## src/rtl/erased_pkg.sv

```systemverilog
package erased_pkg;

   // width needed to hold a saturated total: up to limit + one full byte
   function automatic int total_width(input int limit, input int byte_w);
      return $clog2(limit + byte_w + 1);
   endfunction

   // width needed to hold the zero count of one byte
   function automatic int byte_count_width(input int byte_w);
      return $clog2(byte_w + 1);
   endfunction

endpackage

```

## src/rtl/zero_bit_count.sv

```systemverilog
module zero_bit_count #(
   parameter int W     = 8,
   parameter int OUT_W = 4
) (
   input  logic [W-1:0]     word_i,
   output logic [OUT_W-1:0] zeros_o
);

   if (OUT_W < 2 || (1 << OUT_W) <= W) begin : g_bad_width
      $error("zero_bit_count: OUT_W too narrow for W");
   end

   always_comb begin
      zeros_o = '0;
      for (int i = 0; i < W; i++) begin
         zeros_o = zeros_o + {{(OUT_W-1){1'b0}}, ~word_i[i]};
      end
   end

endmodule

```

## src/rtl/sat_total.sv

```systemverilog
module sat_total #(
   parameter int CNT_W = 5,
   parameter int INC_W = 4,
   parameter int LIMIT = 8
) (
   input  logic             clk,
   input  logic             rst_n,
   input  logic             clr_i,
   input  logic             add_i,
   input  logic [INC_W-1:0] inc_i,
   input  logic             flush_i,
   output logic [CNT_W-1:0] total_q_o,
   output logic [CNT_W-1:0] total_nx_o
);

   localparam logic [CNT_W-1:0] LIM = CNT_W'(LIMIT);

   if (CNT_W <= INC_W) begin : g_bad_width
      $error("sat_total: CNT_W must exceed INC_W");
   end

   logic [CNT_W-1:0] total_q;
   logic [CNT_W-1:0] base;

   always_comb begin
      base = clr_i ? '0 : total_q;
      if (add_i && base <= LIM)
         total_nx_o = base + {{(CNT_W-INC_W){1'b0}}, inc_i};
      else
         total_nx_o = base;
   end

   always_ff @(posedge clk or negedge rst_n) begin
      if (!rst_n)       total_q <= '0;
      else if (flush_i) total_q <= '0;
      else              total_q <= total_nx_o;
   end

   assign total_q_o = total_q;

   // a total above the limit holds when neither clear nor flush acts
   a_r3_hold_above_limit: assert property (@(posedge clk) disable iff (!rst_n)
      (!clr_i && !flush_i && total_q > LIM) |=> $stable(total_q));

   // flush leaves the total at zero
   a_r10_flush_zero: assert property (@(posedge clk) disable iff (!rst_n)
      flush_i |=> (total_q == '0));

   // a clear without a byte leaves the total at zero
   a_r9_clear_zero: assert property (@(posedge clk) disable iff (!rst_n)
      (clr_i && !add_i) |=> (total_q == '0));

endmodule

```

## src/rtl/erased_sector_screen.sv

```systemverilog
module erased_sector_screen
   import erased_pkg::*;
#(
   parameter  int BYTE_W = 8,
   parameter  int LIMIT  = 8,
   localparam int CNT_W  = total_width(LIMIT, BYTE_W)
) (
   input  logic              clk,
   input  logic              rst_n,
   input  logic              start_i,
   input  logic              byte_vld_i,
   input  logic [BYTE_W-1:0] byte_i,
   input  logic              is_ecc_i,
   input  logic              last_i,
   output logic              done_o,
   output logic              erased_o,
   output logic              uncorrectable_o,
   output logic              fill_ones_o,
   output logic [CNT_W-1:0]  data_zeros_o
);

   localparam int INC_W   = byte_count_width(BYTE_W);
   localparam int REGIONS = 2;   // index 0: data, 1: check bytes
   localparam logic [CNT_W:0] LIM_SUM = (CNT_W+1)'(LIMIT);

   if (BYTE_W < 2) begin : g_bad_byte
      $error("erased_sector_screen: BYTE_W must be at least 2");
   end
   if (LIMIT < 1) begin : g_bad_limit
      $error("erased_sector_screen: LIMIT must be at least 1");
   end

   logic [INC_W-1:0] byte_zeros;
   logic             close_sector;
   logic [CNT_W-1:0] total_q  [REGIONS];
   logic [CNT_W-1:0] total_nx [REGIONS];

   zero_bit_count #(.W(BYTE_W), .OUT_W(INC_W)) u_zeros (
      .word_i  (byte_i),
      .zeros_o (byte_zeros)
   );

   assign close_sector = byte_vld_i && last_i;

   for (genvar r = 0; r < REGIONS; r++) begin : g_region
      logic add_en;
      assign add_en = byte_vld_i && ((r == 1) ? is_ecc_i : !is_ecc_i);

      sat_total #(.CNT_W(CNT_W), .INC_W(INC_W), .LIMIT(LIMIT)) u_total (
         .clk        (clk),
         .rst_n      (rst_n),
         .clr_i      (start_i),
         .add_i      (add_en),
         .inc_i      (byte_zeros),
         .flush_i    (close_sector),
         .total_q_o  (total_q[r]),
         .total_nx_o (total_nx[r])
      );
   end

   logic [CNT_W:0] sum_nx;
   logic           erased_nx;
   assign sum_nx    = {1'b0, total_nx[0]} + {1'b0, total_nx[1]};
   assign erased_nx = (sum_nx <= LIM_SUM);

   always_ff @(posedge clk or negedge rst_n) begin
      if (!rst_n) begin
         done_o          <= 1'b0;
         erased_o        <= 1'b0;
         uncorrectable_o <= 1'b0;
         fill_ones_o     <= 1'b0;
         data_zeros_o    <= '0;
      end else begin
         done_o          <= close_sector;
         erased_o        <= close_sector && erased_nx;
         uncorrectable_o <= close_sector && !erased_nx;
         fill_ones_o     <= close_sector && erased_nx && (total_nx[0] != '0);
         data_zeros_o    <= close_sector ? total_nx[0] : '0;
      end
   end

   // exactly one verdict with the strobe
   a_r5_one_verdict: assert property (@(posedge clk) disable iff (!rst_n)
      done_o |-> (erased_o != uncorrectable_o));

   // fill request only for an erased sector with data zeros
   a_r6_fill_needs_zeros: assert property (@(posedge clk) disable iff (!rst_n)
      fill_ones_o |-> (erased_o && data_zeros_o != '0));

   // strobe follows an accepted last byte
   a_r8_done_follows_last: assert property (@(posedge clk) disable iff (!rst_n)
      close_sector |=> done_o);

   // outputs quiet without the strobe
   a_r8_quiet_between: assert property (@(posedge clk) disable iff (!rst_n)
      !done_o |-> (!erased_o && !uncorrectable_o && !fill_ones_o && data_zeros_o == '0));

   // reported data total bounded by limit plus one byte
   a_r3_bounded_report: assert property (@(posedge clk) disable iff (!rst_n)
      done_o |-> (data_zeros_o <= CNT_W'(LIMIT + BYTE_W)));

endmodule

```

## config.mk

```make
export PLATFORM = sky130hd
export DESIGN_NAME = erased_sector_screen
export DESIGN_NICKNAME = d
export VERILOG_FILES = /design/src/rtl/erased_pkg.sv /design/src/rtl/zero_bit_count.sv /design/src/rtl/sat_total.sv /design/src/rtl/erased_sector_screen.sv
export SDC_FILE = /design/constraint.sdc
export NUM_CORES = 1
export LEC_CHECK = 0
export ABC_AREA = 1
export CAP_MARGIN = 20
export CORE_ASPECT_RATIO = 1.25
export CORE_MARGIN = 2
export CORE_UTILIZATION = 35
export CTS_CLUSTER_DIAMETER = 150
export DETAILED_ROUTE_END_ITERATION = 10
export HOLD_SLACK_MARGIN = 0.02
export PLACE_DENSITY_LB_ADDON = 0.1
export SETUP_SLACK_MARGIN = 0.15
export SLEW_MARGIN = 20
export SYNTH_ARGS = -nofsm -noshare
export SYNTH_HDL_FRONTEND = slang
export SYNTH_HIERARCHICAL = 1
export SYNTH_SLANG_ARGS = --single-unit
```

## constraint.sdc

```tcl
create_clock -name clk -period 6.15 [get_ports clk]
set_input_delay 0.9225 -clock clk [delete_from_list [all_inputs] [get_ports clk]]
set_output_delay 0.9225 -clock clk [all_outputs]
set_load 0.01 [all_outputs]
```

## After elaboration in Yosys (flattened, before gate mapping)

Index checks and enable logic that the tools add are counted.

| word-level totals | value |
|---|---|
| word-level logic and storage cells | 46 |
| bits in registers | 19 |
| bits of input ports | 14 |
| output and inout port bits | 9 |

| cells by class | value |
|---|---|
| bitwise operators | 8 |
| mux-type cells | 7 |
| magnitude comparators | 3 |
| reductions and logical operators | 11 |
| $add $sub $neg | 10 |

Operators with widths:

| kind | count |
|---|---|
| two-way mux 5 bit | 7 |
| adder 4 x 1 -> 4 bit | 6 |
| adder 5 x 4 -> 5 bit | 2 |
| <= comparator 5 x 4 -> 1 bit, second input constant | 2 |
| logical AND 1 bit | 8 |
| NOT 1 bit | 8 |
| adder 5 x 5 -> 6 bit | 1 |
| <= comparator 6 x 4 -> 1 bit, second input constant | 1 |
| nonzero test 5 bit | 1 |
| adder 1 x 1 -> 2 bit | 1 |
| logical NOT 1 bit | 2 |

## Longest topological paths before layout

Gate-level depths: netlist (run 1).

| depth | value |
|---|---|
| depth in word-level cells | 14 |
| gate-level depth with buffers | 28 |
| gate-level depth less buffers | 28 |

## Cells and area by module

The synthesis (run 1) kept the hierarchy.

By module, submodules not included:

| module | times used | seq. area each (µm²) | cells an instance | area each (µm²) |
|---|---|---|---|---|
| sat_total | 2 | 125.1 | 67 | 441.7 |
| erased_sector_screen | 1 | 225.2 | 70 | 559.3 |
| zero_bit_count | 1 | 0.0 | 26 | 190.2 |

## Least setup slack after synthesis (run 1)

No wires, ideal clock.

| timing | value |
|---|---|
| path type | input to register |
| start | input byte_i[0] |
| end | register fill_ones_o |
| setup time | 0.123 ns |
| path buffers | 0 |
| slack | 1.123 ns |
| stages | 20 |
| arrival | 4.904 ns |
| path through | fa_1 -> inv_1 -> fa_1 -> fa_1 -> ha_1 -> inv_1 -> fa_1 -> inv_1 -> inv_1 -> fa_1 -> inv_1 -> o21ai_1 -> inv_1 -> fa_1 -> nand2_1 -> inv_1 -> o21ai_1 -> nand3_2 -> nand3_2 -> nor2_2 |

RTL lines:

| what | RTL line | RTL |
|---|---|---|
| start, declared | erased_sector_screen.sv:12 | `input logic [BYTE_W-1:0] byte_i,` |
| end signal, assigned | erased_sector_screen.sv:77 | `fill_ones_o <= close_sector && erased_nx && (total_nx[0] != '0);` |
| end, declared | erased_sector_screen.sv:18 | `output logic fill_ones_o,` |

==> run metrics, run 1 <==
HP Start g_region[0].u_total/total_q_o[4]$_DFF_PN0_; Bufs and invs on worst path 8; Clk Latency, worst-skew pair between 0.2 and 0.3 ns; status finished clean; CP Capture Type register; PwrDens ~230 mW/mm^2; setup slack at placement 0.367 ns; Die H 80.4 microns; Cell Chain, Critical Path clkdlybuf4s50_1 -> fa_1 -> inv_1 -> fa_1 -> fa_1 -> ha_1 -> inv_1 -> fa_1 -> inv_1 -> inv_1 -> fa_1 -> inv_1 -> o21ai_1 -> inv_1 -> fa_1 -> nand2_1 -> inv_1 -> o21ai_1 -> nand3_2 -> nand3_2 -> nor2_2; slowest stage cell, crit path fa_1; CTS tree yes; Antenna Nets Post-Route 0; top cells by area, synth dfrtp_1 29%, nand2_1 14%, inv_1 11%, ha_1 9.2%, fa_1 8.6%; starting density of the core 36.6%; num rows 27; Reg clk slew, reported paths roughly 0.07 ns; Tmin final 5.49 ns; Synth area leader dfrtp_1; VDD IR max roughly 0.00012 V; total grt overflow 0; TritonCTS Sinks 19; Setup Fix Bufs, Post-CTS 0; final net count just under 300; initial antenna violation count 0; layout cells sized above 1 roughly an eighth; Root Driver clkbuf_8; maxcap violations 0; Rel. slew slack between 40% and 50%; most frequent CP cell inv_1; Tcrit/Tclk final between 80% and 90%; drt first pass iters 5; die width approximately 65 microns; Worst-Margin Slew ~0.9 ns; max incr delay on CP ~0.54 ns; dpl hpwl between 2 and 3 mm; RSZ-0062 raised after global routing no; Seq/Total Area, Yosys 29.1%; Data required, critical path 6.29 ns; crit path from byte_i[0]; critical path startpoint category input pin; Iter 0 DRT Violations 63; Clock Tree Buf Depth 2; CTS Hold Bufs 0; vias in the first global route 1509; top-area cell type share of the netlist area approximately 29%; Finish-stage setup viols 0; Max Clk Rate 182 MHz; H-tree levels 1; Final Worst Setup Slack about 0.66 ns; Post-Syn Nets 263; first-pass GRT wire length around 6.4 mm; Remaining DRCs 0; Syn Area/Cell between 7 and 8 sq um; Placed Cells incl. Taps between 300 and 400; Area Overhead vs Synth 20.8%; R2R Path Start g_region[0].u_total/total_q_o[0]$_DFF_PN0_; full die area roughly 0.0052 sq mm; Resize count post-CTS 0; I/O pin total 23; Setup CP Type input pin to register; WL final 3.47 mm; Synth cell types 20; Final Non-Filler Cells about 310; number of synthesized register bits 19; cell family with most CP delay adder cells; final hold violation count 0; Routed wire per std cell between 10 and 15 microns; final setup TNS 0 ns; CP Max Fanout 4; Final Skew between 0.002 and 0.003 ns; PortBufs 22; Inserted Diodes 0; core area 0.00446 sq mm; Final Slew Violations 0; pin count of the biggest net entering global routing 20; Hold Crit Class register to register; Vias/cell approximately 4.5; crit path DAT 5.63 ns; slack of the worst reg-to-reg path 3.47 ns; Post-Syn Instances 230; Tot GR Track Use 15.7%; Layout fillers about 470; gpl congestion between 0.8 and 0.9; CTS buffer count 3; Post-Syn Area 0.00163 sq mm; Leak approximately 1.2 nW; yosys warns 6; Finished Core Util 44.2%; DR vias 1420
## worst reg2reg max path: cells and delay by family, from the launching register on
kind	cells	cell delay (ns)
fa+ha+maj	2	0.94
simple gates	6	0.67
flops	1	0.34
compound gates	2	0.34
buf+inv	4	0.27
## sequential cells by signal, summed over array words and instances (netlist names)
register,cells
g_region.u_total/total_q_o,10
data_zeros_o,5
done_o,1
erased_o,1
fill_ones_o,1
uncorrectable_o,1
## cell usage in the layout, fill, tap and decap left out, drive strengths merged, types with 3 or more instances in the layout
| cell type | count |
|---|---|
| ha | 12 |
| clkdlybuf4s50 | 22 |
| clkbuf | 3 |
| nand3 | 18 |
| o21ai | 5 |
| nor2 | 22 |
| fa | 7 |
| nand2 | 70 |
| inv | 58 |
| or2 | 3 |
| dfrtp | 19 |
| a21oi | 11 |
## through the flow
| stage | cell area [sq um] | hold slack [ns] | power [mW] |
|---|---|---|---|
| 3_3_place_gp | 1930 | 0.544 | 0.369 |
| 5_1_grt | 1970 | 0.581 | 0.505 |
| 4_1_cts | 1970 | 0.556 | 0.460 |
| 3_5_place_dp | 1930 | 0.545 | 0.367 |
| 6_report | 1970 | 0.552 | 0.451 |
| 2_1_floorplan | 1630 | 0.525 | 0.308 |
## cells in the mapped netlist
cell type / count
nor2_2: 2
o21ai_0: 2
xnor2_1: 2
nand2_4: 4
nand3_1: 12
or2_2: 2
nor3_1: 1
fa_1: 7
inv_2: 8
nand4_1: 2
nor2_1: 20
a21oi_1: 11
inv_1: 50
nand2_2: 6
dfrtp_1: 19
or2_0: 1
o21ai_1: 3
ha_1: 12
nand2_1: 60
nand3_2: 6
## kinds of logic (layout without fill, tap and decap cells)
logic type                 count (synthesis)  count (layout)  synth area share [%]
AOI/OAI and AO/OA                         16              16                  4.90
and+or+nand+nor                          116             116                  33.8
buffers and inverters                     58              84                  13.3
DFF                                       19              19                  29.1
adders and majority gates                 19              19                  17.8
xor gates and xnor gates                   2               2                  1.07
## per-layer routing
layer  GRT usage (%)  vias to the layer above  routed length (microns)
li1                -                      743                        -
met4            6.04                        0                       62
met1            19.6                      657                     1600
met3            1.12                        4                       60
met5               0                        -                        0
met2            28.2                       16                     1740
## report_power, final
group	total (mW)	leakage, nW	switching [mW]	internal (mW)
registers	0.143	0.257	0.00512	0.137
clock network	0.0868	0.0255	0.0418	0.0450
logic	0.222	0.904	0.131	0.0906
## final timing paths
check	to	depth (start not counted)
worst max-delay path	fill_ones_o$_DFF_PN0_	21
worst min-delay path	g_region[0].u_total/total_q_o[4]$_DFF_PN0_	2
worst max register to register	fill_ones_o$_DFF_PN0_	14
worst min register to register	g_region[0].u_total/total_q_o[4]$_DFF_PN0_	2
max in group asynchronous	g_region[0].u_total/total_q_o[1]$_DFF_PN0_	1
min in group asynchronous	g_region[0].u_total/total_q_o[2]$_DFF_PN0_	1
## area by class of cell
cell class	instances	area, sq um	area share [%]
clock inverters	1	5.00	0.254
clock buffers	3	41.3	2.09
repair buffers	22	220	11.2
multi-input cells	153	940	47.7
inverters	58	218	11.0
well taps	58	72.6	3.68
flip-flops and latches	19	475	24.1
Power figures use the tool's default switching activity.
==> run 2: changes to the inputs <==
--- a/config.mk
+++ b/config.mk
@@ -5,7 +5,7 @@
 export SDC_FILE = /design/constraint.sdc
 export NUM_CORES = 1
 export LEC_CHECK = 0
-export ABC_AREA = 1
+export ABC_AREA = 0
 export CAP_MARGIN = 20
 export CORE_ASPECT_RATIO = 1.25
 export CORE_MARGIN = 2
==> run metrics, run 2 <==
slowest stage cell, crit path fa_1; most frequent cell after synthesis dfrtp_1; CTS tree yes; max incr delay on CP approximately 0.53 ns; Bufs and invs on worst path 5; Reg clk slew, reported paths roughly 0.06 ns; RSZ-0062 raised after global routing no; commonest non-fill, non-tap cell in the layout clkdlybuf4s50_1; Post-synth EDFFs 0; TritonCTS Sinks 19; Max Clk Rate approximately 180 MHz; CTS buffer count 3; Synth area leader dfrtp_1; num rows 27; Clock Tree Buf Depth 2; final net count around 210; CTS Hold Bufs 0; Tmin final 5.68 ns; Setup Fix Bufs, Post-CTS 0; Hold Crit Class register to register; Resize count post-CTS 0; Tot GR Track Use between 10% and 20%; Finish-stage setup viols 0; critical path startpoint category input pin; total grt overflow 0; Clk Latency, worst-skew pair 0.25 ns; starting density of the core 36.0%; most frequent cells after synthesis 19 x dfrtp_1, 16 x inv_1, 12 x ha_1, 12 x nor2b_1, 11 x nand2_1; DR vias between 1000 and 1500; WL final approximately 3.1 mm; Remaining DRCs 0; most frequent CP cell fa_1; Routed wire per std cell roughly 13 microns; Tcrit/Tclk final 92.4%; first-pass GRT wire length between 5 and 6 mm; initial antenna violation count 0; CP Capture Type register; Antenna Nets Post-Route 0; core area 0.00436 sq mm; cell area after layout around 0.0019 sq mm; H-tree levels 1; die width ~64 microns; PortBufs 22; VDD IR max between 0.00007 and 0.00008 V; final setup TNS 0 ns; Post-synth ARST share between 90% and 100%; status finished clean; top cells by area, synth dfrtp_1 30%, ha_1 9.6%, fa_1 8.9%, nor2b_1 4.8%, inv_1 3.8%; layout cells sized above 1 approximately 19%; Worst-Margin Slew 0.817 ns; Post-Syn Nets about 180; max FFs per register 10; dpl hpwl between 2 and 3 mm; I/O pin total 23; top_reg_cell synth dfrtp_1; Leak roughly 0.94 nW; Synth cell types 37; Cell Chain, Critical Path clkdlybuf4s50_1 -> fa_1 -> inv_1 -> fa_1 -> fa_1 -> ha_1 -> inv_1 -> fa_1 -> inv_1 -> inv_1 -> fa_1 -> nor2b_1 -> or3_4 -> nand2_1 -> ha_1 -> and2_1 -> o21a_1 -> o21ai_2 -> o211ai_2 -> and2_1; drt first pass iters 4; Post-Syn Instances ~150; crit path DAT 5.83 ns; yosys warns 6; CP Max Fanout 4; top-area cell type share of the netlist area a little under a third; Die H 78.9 microns; Area Overhead vs Synth 22.5%; Iter 0 DRT Violations 38; full die area 0.00504 sq mm; Finished Core Util 44.1%; final hold violation count 0; gpl congestion 0.721; pin count of the biggest net entering global routing 20; Syn Area/Cell 10.5 sq um; Setup CP Type input pin to register; Final Skew 0.00113 ns; Data required, critical path ~6.3 ns; Vias/cell a little under 5; most frequent cells in the layout 22 x clkdlybuf4s50_1, 19 x dfrtp_1, 16 x inv_1, 12 x nor2b_1, 12 x ha_1; Root Driver clkbuf_8; Rel. slew slack about 45%; Inserted Diodes 0; Post-Syn Area 0.00157 sq mm; Seq/Total Area, Yosys 30.3%; vias in the first global route ~1200; cell family with most CP delay adder cells; number of synthesized register bits 19; PwrDens 241 mW/mm^2; Layout fillers 411; Final Slew Violations 0; maxcap violations 0; Placed Area between 0.0015 and 0.002 sq mm
[run 2: cells by family after synthesis]
group / Yosys count / synth area share [%]
simple gates: 64 / 28.8
compound gates: 23 / 13.0
fa+ha+maj: 19 / 18.5
flops: 19 / 30.3
buf+inv: 16 / 3.82
xor+xnor: 6 / 4.30
mux: 2 / 1.27
[run 2: through the flow]
stage | setup slack (ns) | instances | power [mW] | hold WS [ns]
2_1_floorplan | 0.875 | 149 | 0.322 | 0.627
3_3_place_gp | 0.158 | 231 | 0.383 | 0.747
3_5_place_dp | 0.141 | 231 | 0.388 | 0.774
4_1_cts | 0.414 | 235 | 0.474 | 0.788
5_1_grt | 0.196 | 235 | 0.511 | 0.825
6_report | 0.467 | 235 | 0.464 | 0.788
[run 2: path summary, 6_finish.rpt]
path	end	startpoint	slack, ns	cells after the start
max	uncorrectable_o$_DFF_PN0_	byte_i[0]	0.47	20
max in group asynchronous	g_region[1].u_total/total_q_o[3]$_DFF_PN0_	rst_n	4.50	1
max reg2reg	uncorrectable_o$_DFF_PN0_	g_region[0].u_total/total_q_o[0]$_DFF_PN0_	3.40	11
min reg2reg	g_region[0].u_total/total_q_o[3]$_DFF_PN0_	g_region[0].u_total/total_q_o[3]$_DFF_PN0_	0.79	3
min	g_region[0].u_total/total_q_o[3]$_DFF_PN0_	g_region[0].u_total/total_q_o[3]$_DFF_PN0_	0.79	3
min in group asynchronous	g_region[0].u_total/total_q_o[4]$_DFF_PN0_	rst_n	1.14	1
[run 2: power by group]
group | internal (mW) | switching, mW | total [mW]
registers | 0.139 | 0.0144 | 0.153
logic | 0.104 | 0.125 | 0.228
clock network | 0.0459 | 0.0368 | 0.0827
total | 0.288 | 0.176 | 0.464
[run 2: final cells by class]
type / count / area, sq um / area share, %
well taps: 58 / 72.6 / 3.77
multi-input cells: 114 / 1030 / 53.8
inverters: 16 / 60.1 / 3.12
clock buffers: 4 / 45.0 / 2.34
flip-flops and latches: 19 / 475 / 24.7
repair buffers: 24 / 235 / 12.2
[run 2: worst min-delay path: stages, from the launching register on]
cell and delay (ns):
dfrtp_1 0.37, nor2b_4 0.14, a21oi_1 0.16, a311oi_1 0.07
[run 2: metal layers]
metal  vias to the layer above  part of all wire [%]  track usage [%]  wire length (microns)
met4                         0                   2.6             7.39                     78
met1                       537                    42             15.2                   1280
li1                        560                     -                -                      -
met2                        38                    51             26.0                   1570
met3                         8                   4.0             1.13                    122
met5                         -                     0                0                      0
